<file path="src/rtl/ftm_pkg.sv">
package ftm_pkg;
  localparam int          ADDR_W   = 4;
  localparam logic [3:0]  A_MODE   = 4'h0;
  localparam logic [3:0]  A_OCTL   = 4'h1;
  localparam logic [3:0]  A_FLAG   = 4'h2;
  localparam logic [3:0]  A_CNT_H  = 4'h4;
  localparam logic [3:0]  A_CNT_L  = 4'h5;
  localparam logic [3:0]  A_CMP_H  = 4'h6;
  localparam logic [3:0]  A_CMP_L  = 4'h7;
  localparam logic [3:0]  A_CPB_H  = 4'h8;
  localparam logic [3:0]  A_CPB_L  = 4'h9;
  localparam logic [3:0]  A_CPD_H  = 4'hA;
  localparam logic [3:0]  A_CPD_L  = 4'hB;
  localparam logic [7:0]  OCTL_RST = 8'hE0;
  localparam logic [1:0]  CS_DIV2  = 2'b00;
  localparam logic [1:0]  CS_DIV8  = 2'b01;
  localparam logic [1:0]  CS_DIV32 = 2'b10;
  localparam logic [1:0]  CS_EXT   = 2'b11;
endpackage

</file>
<file path="src/rtl/ftm_edge.sv">
module ftm_edge #(
  parameter int N      = 3,
  parameter int STAGES = 2
) (
  input  logic         clk,
  input  logic         rst,
  input  logic [N-1:0] pin,
  output logic [N-1:0] rise
);
  localparam int SH_W = STAGES + 1;

  for (genvar g = 0; g < N; g++) begin : g_sync
    logic [SH_W-1:0] sh;
    always_ff @(posedge clk) begin
      if (rst) sh <= '0;
      else     sh <= {sh[SH_W-2:0], pin[g]};
    end
    assign rise[g] = sh[STAGES-1] & ~sh[STAGES];
  end
endmodule

</file>
<file path="src/rtl/ftm_prescale.sv">
module ftm_prescale #(
  parameter int DIV_W = 5
) (
  input  logic       clk,
  input  logic       rst,
  input  logic [1:0] cs,
  input  logic       ext_rise,
  output logic       tick
);
  import ftm_pkg::*;
  localparam logic [DIV_W-1:0] M2  = DIV_W'(1);
  localparam logic [DIV_W-1:0] M8  = DIV_W'(7);
  localparam logic [DIV_W-1:0] M32 = DIV_W'(31);

  logic [DIV_W-1:0] div;

  always_ff @(posedge clk) begin
    if (rst) div <= '0;
    else     div <= div + DIV_W'(1);
  end

  always_comb begin
    unique case (cs)
      CS_DIV2:  tick = (div & M2)  == M2;
      CS_DIV8:  tick = (div & M8)  == M8;
      CS_DIV32: tick = (div & M32) == M32;
      default:  tick = ext_rise;
    endcase
  end
endmodule

</file>
<file path="src/rtl/ftm_compare.sv">
module ftm_compare #(
  parameter int W = 16
) (
  input  logic         clk,
  input  logic         rst,
  input  logic [W-1:0] cnt,
  input  logic         we,
  input  logic [W-1:0] wdata,
  input  logic         oe,
  input  logic         lvl,
  output logic [W-1:0] cmp_val,
  output logic         hit,
  output logic         pin
);
  logic level_q;
  logic level_n;

  assign hit     = (cnt == cmp_val);
  assign level_n = hit ? lvl : level_q;

  always_ff @(posedge clk) begin
    if (rst) begin
      cmp_val <= '1;
      level_q <= 1'b0;
      pin     <= 1'b0;
    end else begin
      if (we) cmp_val <= wdata;
      level_q <= level_n;
      pin     <= oe ? level_n : 1'b0;
    end
  end
endmodule

</file>
<file path="src/rtl/ftm_capture.sv">
module ftm_capture #(
  parameter int W = 16
) (
  input  logic         clk,
  input  logic         rst,
  input  logic [W-1:0] cnt,
  input  logic         buf_en,
  input  logic         ev_b,
  input  logic         ev_d,
  output logic [W-1:0] cap_b,
  output logic [W-1:0] cap_d
);
  always_ff @(posedge clk) begin
    if (rst) begin
      cap_b <= '0;
      cap_d <= '0;
    end else begin
      if (ev_b) cap_b <= cnt;
      if (buf_en) begin
        if (ev_b) cap_d <= cap_b;
      end else if (ev_d) begin
        cap_d <= cnt;
      end
    end
  end
endmodule

</file>
<file path="src/rtl/ftm_timer.sv">
module ftm_timer #(
  parameter int W      = 16,
  parameter int DIV_W  = 5,
  parameter int STAGES = 2
) (
  input  logic       clk,
  input  logic       rst,
  input  logic       standby,
  input  logic       ext_clk_pin,
  input  logic       cap_b_pin,
  input  logic       cap_d_pin,
  input  logic [3:0] bus_addr,
  input  logic       bus_wr,
  input  logic       bus_rd,
  input  logic [7:0] bus_wdata,
  output logic [7:0] bus_rdata,
  output logic       bus_rvalid,
  output logic       oc_a_pin,
  output logic       oc_b_pin
);
  import ftm_pkg::*;
  localparam int NCH = 2;
  localparam int HB  = W - 8;

  logic [2:0]   mode;
  logic [4:0]   octl;
  logic [3:0]   flags;
  logic [W-1:0] cnt;
  logic [HB-1:0] wr_tmp;
  logic [7:0]   rd_tmp;
  logic [2:0]   rise;
  logic         tick;
  logic         cnt_load;
  logic [W-1:0] load_val;
  logic [W-1:0] cap_b, cap_d;
  logic [W-1:0] cmp_val [NCH];
  logic [NCH-1:0] hit, pin, oe, lvl, cmp_we;
  logic [3:0]   flag_set;
  logic [W-1:0] sel_cmp;

  ftm_edge #(.N(3), .STAGES(STAGES)) u_edge (
    .clk(clk), .rst(rst), .pin({cap_d_pin, cap_b_pin, ext_clk_pin}), .rise(rise)
  );

  ftm_prescale #(.DIV_W(DIV_W)) u_pre (
    .clk(clk), .rst(rst), .cs(mode[1:0]), .ext_rise(rise[0]), .tick(tick)
  );

  assign load_val = {wr_tmp, bus_wdata};
  assign cnt_load = bus_wr && (bus_addr == A_CNT_L);
  assign oe       = {octl[2], octl[3]};
  assign lvl      = {octl[0], octl[1]};

  for (genvar c = 0; c < NCH; c++) begin : g_cmp
    assign cmp_we[c] = bus_wr && (bus_addr == A_CMP_L) && (octl[4] == c[0]);
    ftm_compare #(.W(W)) u_cmp (
      .clk(clk), .rst(rst), .cnt(cnt), .we(cmp_we[c]), .wdata(load_val),
      .oe(oe[c]), .lvl(lvl[c]), .cmp_val(cmp_val[c]), .hit(hit[c]), .pin(pin[c])
    );
  end
  assign oc_a_pin = pin[0];
  assign oc_b_pin = pin[1];
  assign sel_cmp  = octl[4] ? cmp_val[1] : cmp_val[0];

  ftm_capture #(.W(W)) u_cap (
    .clk(clk), .rst(rst), .cnt(cnt), .buf_en(mode[2]), .ev_b(rise[1]),
    .ev_d(rise[2]), .cap_b(cap_b), .cap_d(cap_d)
  );

  assign flag_set = {rise[2] & ~mode[2], rise[1], hit[1], hit[0]};

  always_ff @(posedge clk) begin
    if (rst) begin
      cnt    <= '0;
      mode   <= '0;
      flags  <= '0;
      wr_tmp <= '0;
    end else begin
      if (cnt_load)  cnt <= load_val;
      else if (tick) cnt <= cnt + W'(1);
      if (bus_wr && bus_addr == A_MODE) mode <= bus_wdata[2:0];
      if (bus_wr && (bus_addr == A_CNT_H || bus_addr == A_CMP_H))
        wr_tmp <= bus_wdata[HB-1:0];
      if (bus_wr && bus_addr == A_FLAG) flags <= (flags & bus_wdata[3:0]) | flag_set;
      else                              flags <= flags | flag_set;
    end
  end

  always_ff @(posedge clk) begin
    if (rst || standby)                    octl <= OCTL_RST[4:0];
    else if (bus_wr && bus_addr == A_OCTL) octl <= bus_wdata[4:0];
  end

  always_ff @(posedge clk) begin
    if (rst) begin
      bus_rdata  <= '0;
      bus_rvalid <= 1'b0;
      rd_tmp     <= '0;
    end else begin
      bus_rvalid <= bus_rd;
      if (bus_rd) begin
        unique case (bus_addr)
          A_MODE:  bus_rdata <= {5'b0, mode};
          A_OCTL:  bus_rdata <= {OCTL_RST[7:5], octl};
          A_FLAG:  bus_rdata <= {4'b0, flags};
          A_CNT_H: begin bus_rdata <= cnt[W-1:8];     rd_tmp <= cnt[7:0];     end
          A_CMP_H: begin bus_rdata <= sel_cmp[W-1:8]; rd_tmp <= sel_cmp[7:0]; end
          A_CPB_H: begin bus_rdata <= cap_b[W-1:8];   rd_tmp <= cap_b[7:0];   end
          A_CPD_H: begin bus_rdata <= cap_d[W-1:8];   rd_tmp <= cap_d[7:0];   end
          A_CNT_L, A_CMP_L, A_CPB_L, A_CPD_L: bus_rdata <= rd_tmp;
          default: bus_rdata <= '0;
        endcase
      end
    end
  end
endmodule

</file>
<file path="config.mk">
export PLATFORM = sky130hd
export DESIGN_NAME = ftm_timer
export DESIGN_NICKNAME = d
export VERILOG_FILES = /design/src/rtl/ftm_pkg.sv /design/src/rtl/ftm_edge.sv /design/src/rtl/ftm_prescale.sv /design/src/rtl/ftm_compare.sv /design/src/rtl/ftm_capture.sv /design/src/rtl/ftm_timer.sv
export SDC_FILE = /design/constraint.sdc
export NUM_CORES = 1
export LEC_CHECK = 0
export BUFFER_PORTS_ARGS = -buffer_cell sky130_fd_sc_hd__buf_2
export CAP_MARGIN = 20
export CORE_MARGIN = 3
export CORE_UTILIZATION = 52
export DETAILED_ROUTE_END_ITERATION = 12
export GPL_TIMING_DRIVEN = 0
export PLACE_DENSITY = 0.72
export SLEW_MARGIN = 20
export SYNTH_ARGS = -nofsm -noshare
export SYNTH_HDL_FRONTEND = slang
export SYNTH_SLANG_ARGS = --single-unit
</file>
<file path="constraint.sdc">
create_clock -name clk -period 2.7 [get_ports clk]
set_input_delay 0.27 -clock clk [delete_from_list [all_inputs] [get_ports clk]]
set_output_delay 0.27 -clock clk [all_outputs]
set_load 0.1 [all_outputs]
</file>
# Word level (Yosys, flattened, before mapping)
# Cells that the tools add are included.
word_totals:
  ff_bits: 135
  output_inout_bits: 11
op_classes:
  add_sub_neg: 2
  n_eq_ne: 17
  muxes: 12
  bitwise: 14
  n_reduce_logical: 20
op_table:
  columns: ["op", "count"]
  rows:
  - ["16-bit 2-to-1 mux", 6]
  - ["8-bit one-hot mux with 8 select lines", 1]
  - ["16-bit equality test", 2]
  - ["8-bit one-hot mux with 4 select lines", 1]
  - ["16-bit by 1-bit adder with 16-bit output (second input constant)", 1]
  - ["4-bit by 3-bit equality test with 1-bit output (second input constant)", 4]
  - ["4-bit equality test (second input constant)", 4]
  - ["1-bit logical AND", 8]
  - ["4-bit OR", 2]
  - ["1-bit NOT", 7]
  - ["5-bit by 1-bit adder with 5-bit output (second input constant)", 1]
  - ["5-bit equality test (second input constant)", 1]
  - ["1-bit bitwise AND", 4]
  - ["4-bit bitwise AND", 1]
  - ["4-bit by 1-bit equality test with 1-bit output (second input constant)", 1]
  - ["4-bit by 2-bit equality test with 1-bit output (second input constant)", 1]
  - ["4-bit logical NOT", 1]
  - ["4-bit 2-to-1 mux", 1]
  - ["2-bit AND reduction", 2]
  - ["2-bit nonzero test", 2]
  - ["4-bit nonzero test", 1]
  - ["2-bit OR reduction", 2]
  - ["4-bit OR reduction", 1]
  - ["3-bit equality test (second input constant)", 1]
  - ["7 further kinds", 9]

# Depth between registers and ports, before layout
depth:
  word_depth: 5
  depth_mapped: 8

# Hierarchy
# From an unflattened synthesis, not the netlist that was laid out.
unflattened:
  hier_cells: 703
  hier_area_um2: 6736.5
by_module_without_submodules:
  columns: ["module", "n_inst", "cells_per_inst", "area_each_um2"]
  rows:
  - ["ftm_timer", 1, 377, 3174.3]
  - ["ftm_compare", 2, 82, 854.6]
  - ["ftm_capture", 1, 123, 1382.6]
  - ["ftm_edge", 1, 21, 255.2]
  - ["ftm_prescale", 1, 18, 215.2]

# Worst setup path after synthesis
# No wires, ideal clock.
synth_path:
  path_kind: "register to register"
  startpoint: "register u_pre.div[0]"
  endpoint: "register cnt[14]"
  setup_ns: 0.091
  arrival_ns: 2.096
  required_time_ns: 2.609
  slack_ns: 0.513
  path_stages_with_launch: 8
  n_path_buf: 0
  path_cell_list: "dfxtp_1 -> ha_1 -> and3_1 -> ha_1 -> inv_1 -> mux4_2 -> or4_1 -> a311oi_1"
synth_between:
  elab_chain_cells: 3
  elab_cells_between_ends: 4
  classes_between: "eq/ne: 2; mux: 1; reduce/logical: 1"
synth_lines:
  columns: ["item", "line_no", "rtl"]
  rows:
  - ["start, declared", "ftm_prescale.sv:15", "logic [DIV_W-1:0] div;"]
  - ["start signal, assigned", "ftm_prescale.sv:19", "else div <= div + DIV_W'(1);"]
  - ["5-bit equality test or 3-bit equality test (tied branches)", "ftm_prescale.sv:26, ftm_prescale.sv:25", null]
  - ["1-bit one-hot mux with 3 select lines (*)", "ftm_prescale.sv:23", "unique case (cs)"]
  - ["2-bit nonzero test (no line) (*)", null, null]
  - ["end signal, assigned", "ftm_timer.sv:79", "if (cnt_load) cnt <= load_val;"]
  - ["end signal, assigned", "ftm_timer.sv:80", "else if (tick) cnt <= cnt + W'(1);"]
  - ["end, declared", "ftm_timer.sv:28", "logic [W-1:0] cnt;"]
# Mark *: on every way between the ends. The rest lies on a longest branch, timed or not.
# A chain may end at the register's enable or synchronous reset.

# Worst setup path after layout
layout_path:
  startpoint: "register cnt[2]"
  endpoint: "register g_cmp[1].u_cmp.level_q"
layout_between:
  elab_chain_cells: 2
layout_lines:
  columns: ["item", "line_no", "rtl"]
  rows:
  - ["16-bit equality test", "ftm_compare.sv:18", "assign hit = (cnt == cmp_val);"]
  - ["1-bit 2-to-1 mux", "ftm_compare.sv:19", "assign level_n = hit ? lvl : level_q;"]
  - ["end signal, assigned", "ftm_compare.sv:28", "level_q <= level_n;"]
  - ["end, declared", "ftm_compare.sv:15", "logic level_q;"]
# No other way between the ends.

==> out/summary.txt <==
Net count after synthesis -> 832
Slowest-stage cell, CP -> nor4_1
Switching share of power -> 25.60%
GRT Residual Overflow -> 0
Worst r2r src -> cnt[2]
WHS -> 0.05093 ns
Status -> finished clean
Iter 0 DRT Violations -> 650
Core box area -> 12770 um2
Die Footprint -> 14660 um2
Critical path origin -> cnt[2]
Hold crit path type -> in2reg
CP Max Fanout -> 10
Number of remaining DRC errors -> 0
Seq pwr share -> 43.0%
Final setup skew -> 0.01038 ns
Yosys cell types -> 63
Maxcap violations -> 0
CTS root buffer -> clkbuf_16
CTS tree -> yes
Row cnt -> 41
Ys flop type -> dfxtp_1
Setup TNS -> 0 ns
Commonest non-fill, non-tap cell in the layout -> dfxtp_1
Placed Instance Area -> 7244 um2
Period minus WS final -> 2.697 ns
CP Capture Type -> flip-flop
Fin crit share -> 99.87%
Hpwl dp -> 16080 um
Die Y -> 121.1 um
Fin nets -> 880
Post-route design area -> 7831 um2
Max Clk Rate -> 370.8 MHz
Max Root-Sink Buffers -> 2
Pre-Repair DR Iteration Count -> 5
Synthesis Warnings -> 0
Register bit total from synthesis -> 135
Clk sinks -> 135
Total GRT Usage -> 31.96%
CTS-repair resized insts -> 0
Layout cells sized above 1 -> 11.98%
Internal power -> 0.003593 W
Asr flop ratio synth -> 0%
Global-route wire length before repair -> 35160 um
Chip Width -> 121.1 um
H-tree depth -> 4
Initial antenna violation count -> 0
CP cell instances -> clkbuf_1 > xnor2_1 > nand4_1 > nor4_1 > mux2i_1
Clock Latency Late Sink -> 0.43 ns
Mapped cell area -> 6884 um2
Critical path's largest stage delay -> 0.98 ns
Unrepaired setup endpoints after global routing -> no
Synth-to-Final Area Change -> 13.76%
Max-slew violations -> 0
Pre-CTS WS -> 0.1476 ns
Post-Route WL -> 22770 um
LEAKAGE -> 2.882 nW
Commonest non-fill, non-tap cells in the layout -> dfxtp_1 (135), nand2_1 (130), nor2_1 (67)
VDD IR-drop max -> 0.0004085 V
Final hold viol count -> 0
CP Launch Type -> flip-flop
Gate power share -> 9.3%
Setup CP Type -> reg2reg
GP Congestion -> 0.9628
Post-synth EDFFs -> 0
Via density -> 6.192
Hold Buf Count CTS -> 0
Drt wl/cell -> 21.89 um
Antenna diodes -> 0
Mean area per synthesized cell -> 8.520 um2
Worst hold path startpoint -> cap_d_pin
Pwr dens -> 616.7 nW/um2
Setup WS post-layout -> 0.003485 ns
Final setup violating endpoints -> 0
Clock network fraction of total power -> 47.7%
Starting Density -> 53.89%
Vias in the first global route -> 6184
Antenna viol nets, final -> 0
Synth Instances -> 808
Max_slew headroom -> 14.88%
Layout Utilization -> 61.31%
CTS Buf Count -> 17
Clk slew on worst S/H paths -> 0.06 ns
Via count -> 6440
Arrival @ worst endpoint -> 2.95 ns
Seq/Total Area, Yosys -> 39.26%
CP required -> 2.96 ns
Number of top-level pins -> 31
Slew @ Worst Pin -> 1.265 ns
Largest net degree at the start of global routing -> 17
IO Port Bufs -> 29
Post-CTS Setup Inserts -> 0
Switch Pwr -> 0.001236 W
==> synth_stat cells (4+ instances only) <==
cell type | instances | area share, %
a2111oi_0 | 7 | 0.89
a211oi_1 | 23 | 2.5
a21o_1 | 4 | 0.44
a21oi_1 | 30 | 2.2
a221oi_1 | 4 | 0.51
a311oi_1 | 14 | 1.8
a32o_1 | 4 | 0.58
and3_1 | 7 | 0.64
buf_2 | 17 | 1.2
buf_4 | 5 | 0.55
clkbuf_1 | 38 | 2.1
clkbuf_8 | 5 | 1.0
dfxtp_1 | 135 | 39
ha_1 | 4 | 0.73
inv_1 | 13 | 0.71
mux2i_1 | 53 | 7.7
nand2_1 | 130 | 7.1
nand2b_1 | 14 | 1.3
nand3_1 | 10 | 0.73
nand3b_1 | 42 | 4.6
nand4_1 | 12 | 1.1
nand4b_1 | 4 | 0.51
nor2_1 | 67 | 3.7
nor2b_1 | 17 | 1.5
nor3_1 | 14 | 1.0
nor4_1 | 8 | 0.73
o21ai_0 | 19 | 1.4
o22ai_1 | 4 | 0.36
o31ai_1 | 5 | 0.55
or3_1 | 7 | 0.64
or3b_2 | 4 | 0.51
or4_1 | 5 | 0.55
xnor2_1 | 34 | 4.3
==> through the flow <==
stage,total power [W],instances
floorplan,0.002402,808
global placement,0.002544,1009
detailed placement,0.002556,1009
CTS,0.004825,1040
global route,0.004950,1040
finish,0.004829,1040
==> power by group through the flow <==
| stage | logic (W) | clock network (W) | registers, W |
|---|---|---|---|
| final | 0.000449 | 0.00230 | 0.00208 |
| after global routing | 0.000479 | 0.00239 | 0.00208 |
| after CTS | 0.000438 | 0.00231 | 0.00208 |
| after detailed placement | 0.000435 | 0 | 0.00212 |
| after global placement | 0.000426 | 0 | 0.00212 |
| after floorplan | 0.000266 | 0 | 0.00214 |
==> kinds of logic (layout without fill, tap and decap cells) <==
| group | Yosys count | count (layout) | share of synthesized area [%] |
|---|---|---|---|
| AOI/OAI and AO/OA | 136 | 136 | 13.85 |
| xor gates and xnor gates | 36 | 36 | 4.580 |
| adders and majority gates | 4 | 4 | 0.7270 |
| buffers and inverters | 83 | 143 | 6.234 |
| DFF | 135 | 135 | 39.26 |
| muxes | 57 | 57 | 8.688 |
| and+or+nand+nor | 357 | 357 | 26.66 |
==> cell type report <==
| class | instances | area, um2 |
|---|---|---|
| fillers | 1112 | 4942 |
| flip-flops and latches | 135 | 2703 |
| clock buffers | 20 | 456.7 |
| multi-input cells | 590 | 3759 |
| repair buffers | 29 | 145.1 |
| clock inverters | 11 | 123.9 |
| plain buffers | 70 | 380.4 |
| well taps | 172 | 215.2 |
| inverters | 13 | 48.80 |
==> worst paths after layout <==
path / end / slack (ns) / depth (start not counted)
worst max-delay path: g_cmp[1].u_cmp.level_q / 0.003 / 5
worst min-delay path: u_edge.g_sync[2].sh[0] / 0.05 / 2
worst max register to register: g_cmp[1].u_cmp.level_q / 0.003 / 5
worst min register to register: u_edge.g_sync[1].sh[1] / 0.44 / 1
==> flip-flops by register name (all words and copies together) (netlist names) <==
| register | cells |
|---|---|
| u_cap.cap_b | 16 |
| flags | 4 |
| g_cmp.u_cmp.pin | 2 |
| g_cmp.u_cmp.level_q | 2 |
| u_edge.g_sync.sh | 9 |
| u_pre.div | 5 |
| bus_rdata | 8 |
| cnt | 16 |
| rd_tmp | 8 |
| mode | 3 |
| u_cap.cap_d | 16 |
| octl | 5 |
| g_cmp.u_cmp.cmp_val | 32 |
| wr_tmp | 8 |
| bus_rvalid | 1 |
==> layer usage <==
metal	wire, um	vias up	part of all wire (%)	track usage [%]
li1	-	2941	-	-
met1	9450	3112	42	40.85
met2	9915	301	44	47.76
met3	2028	86	8.9	8.485
met4	1374	0	6.0	20.11
met5	0	-	0	0
==> worst max-delay path: cells and delay by family, from the launching register on <==
family / cells / cell delay, ns
xor gates and xnor gates: 1 / 0.20
and+or+nand+nor: 2 / 1.12
buffers and inverters: 1 / 0.66
muxes: 1 / 0.21
DFF: 1 / 0.32
Power figures use the tool's default switching activity.
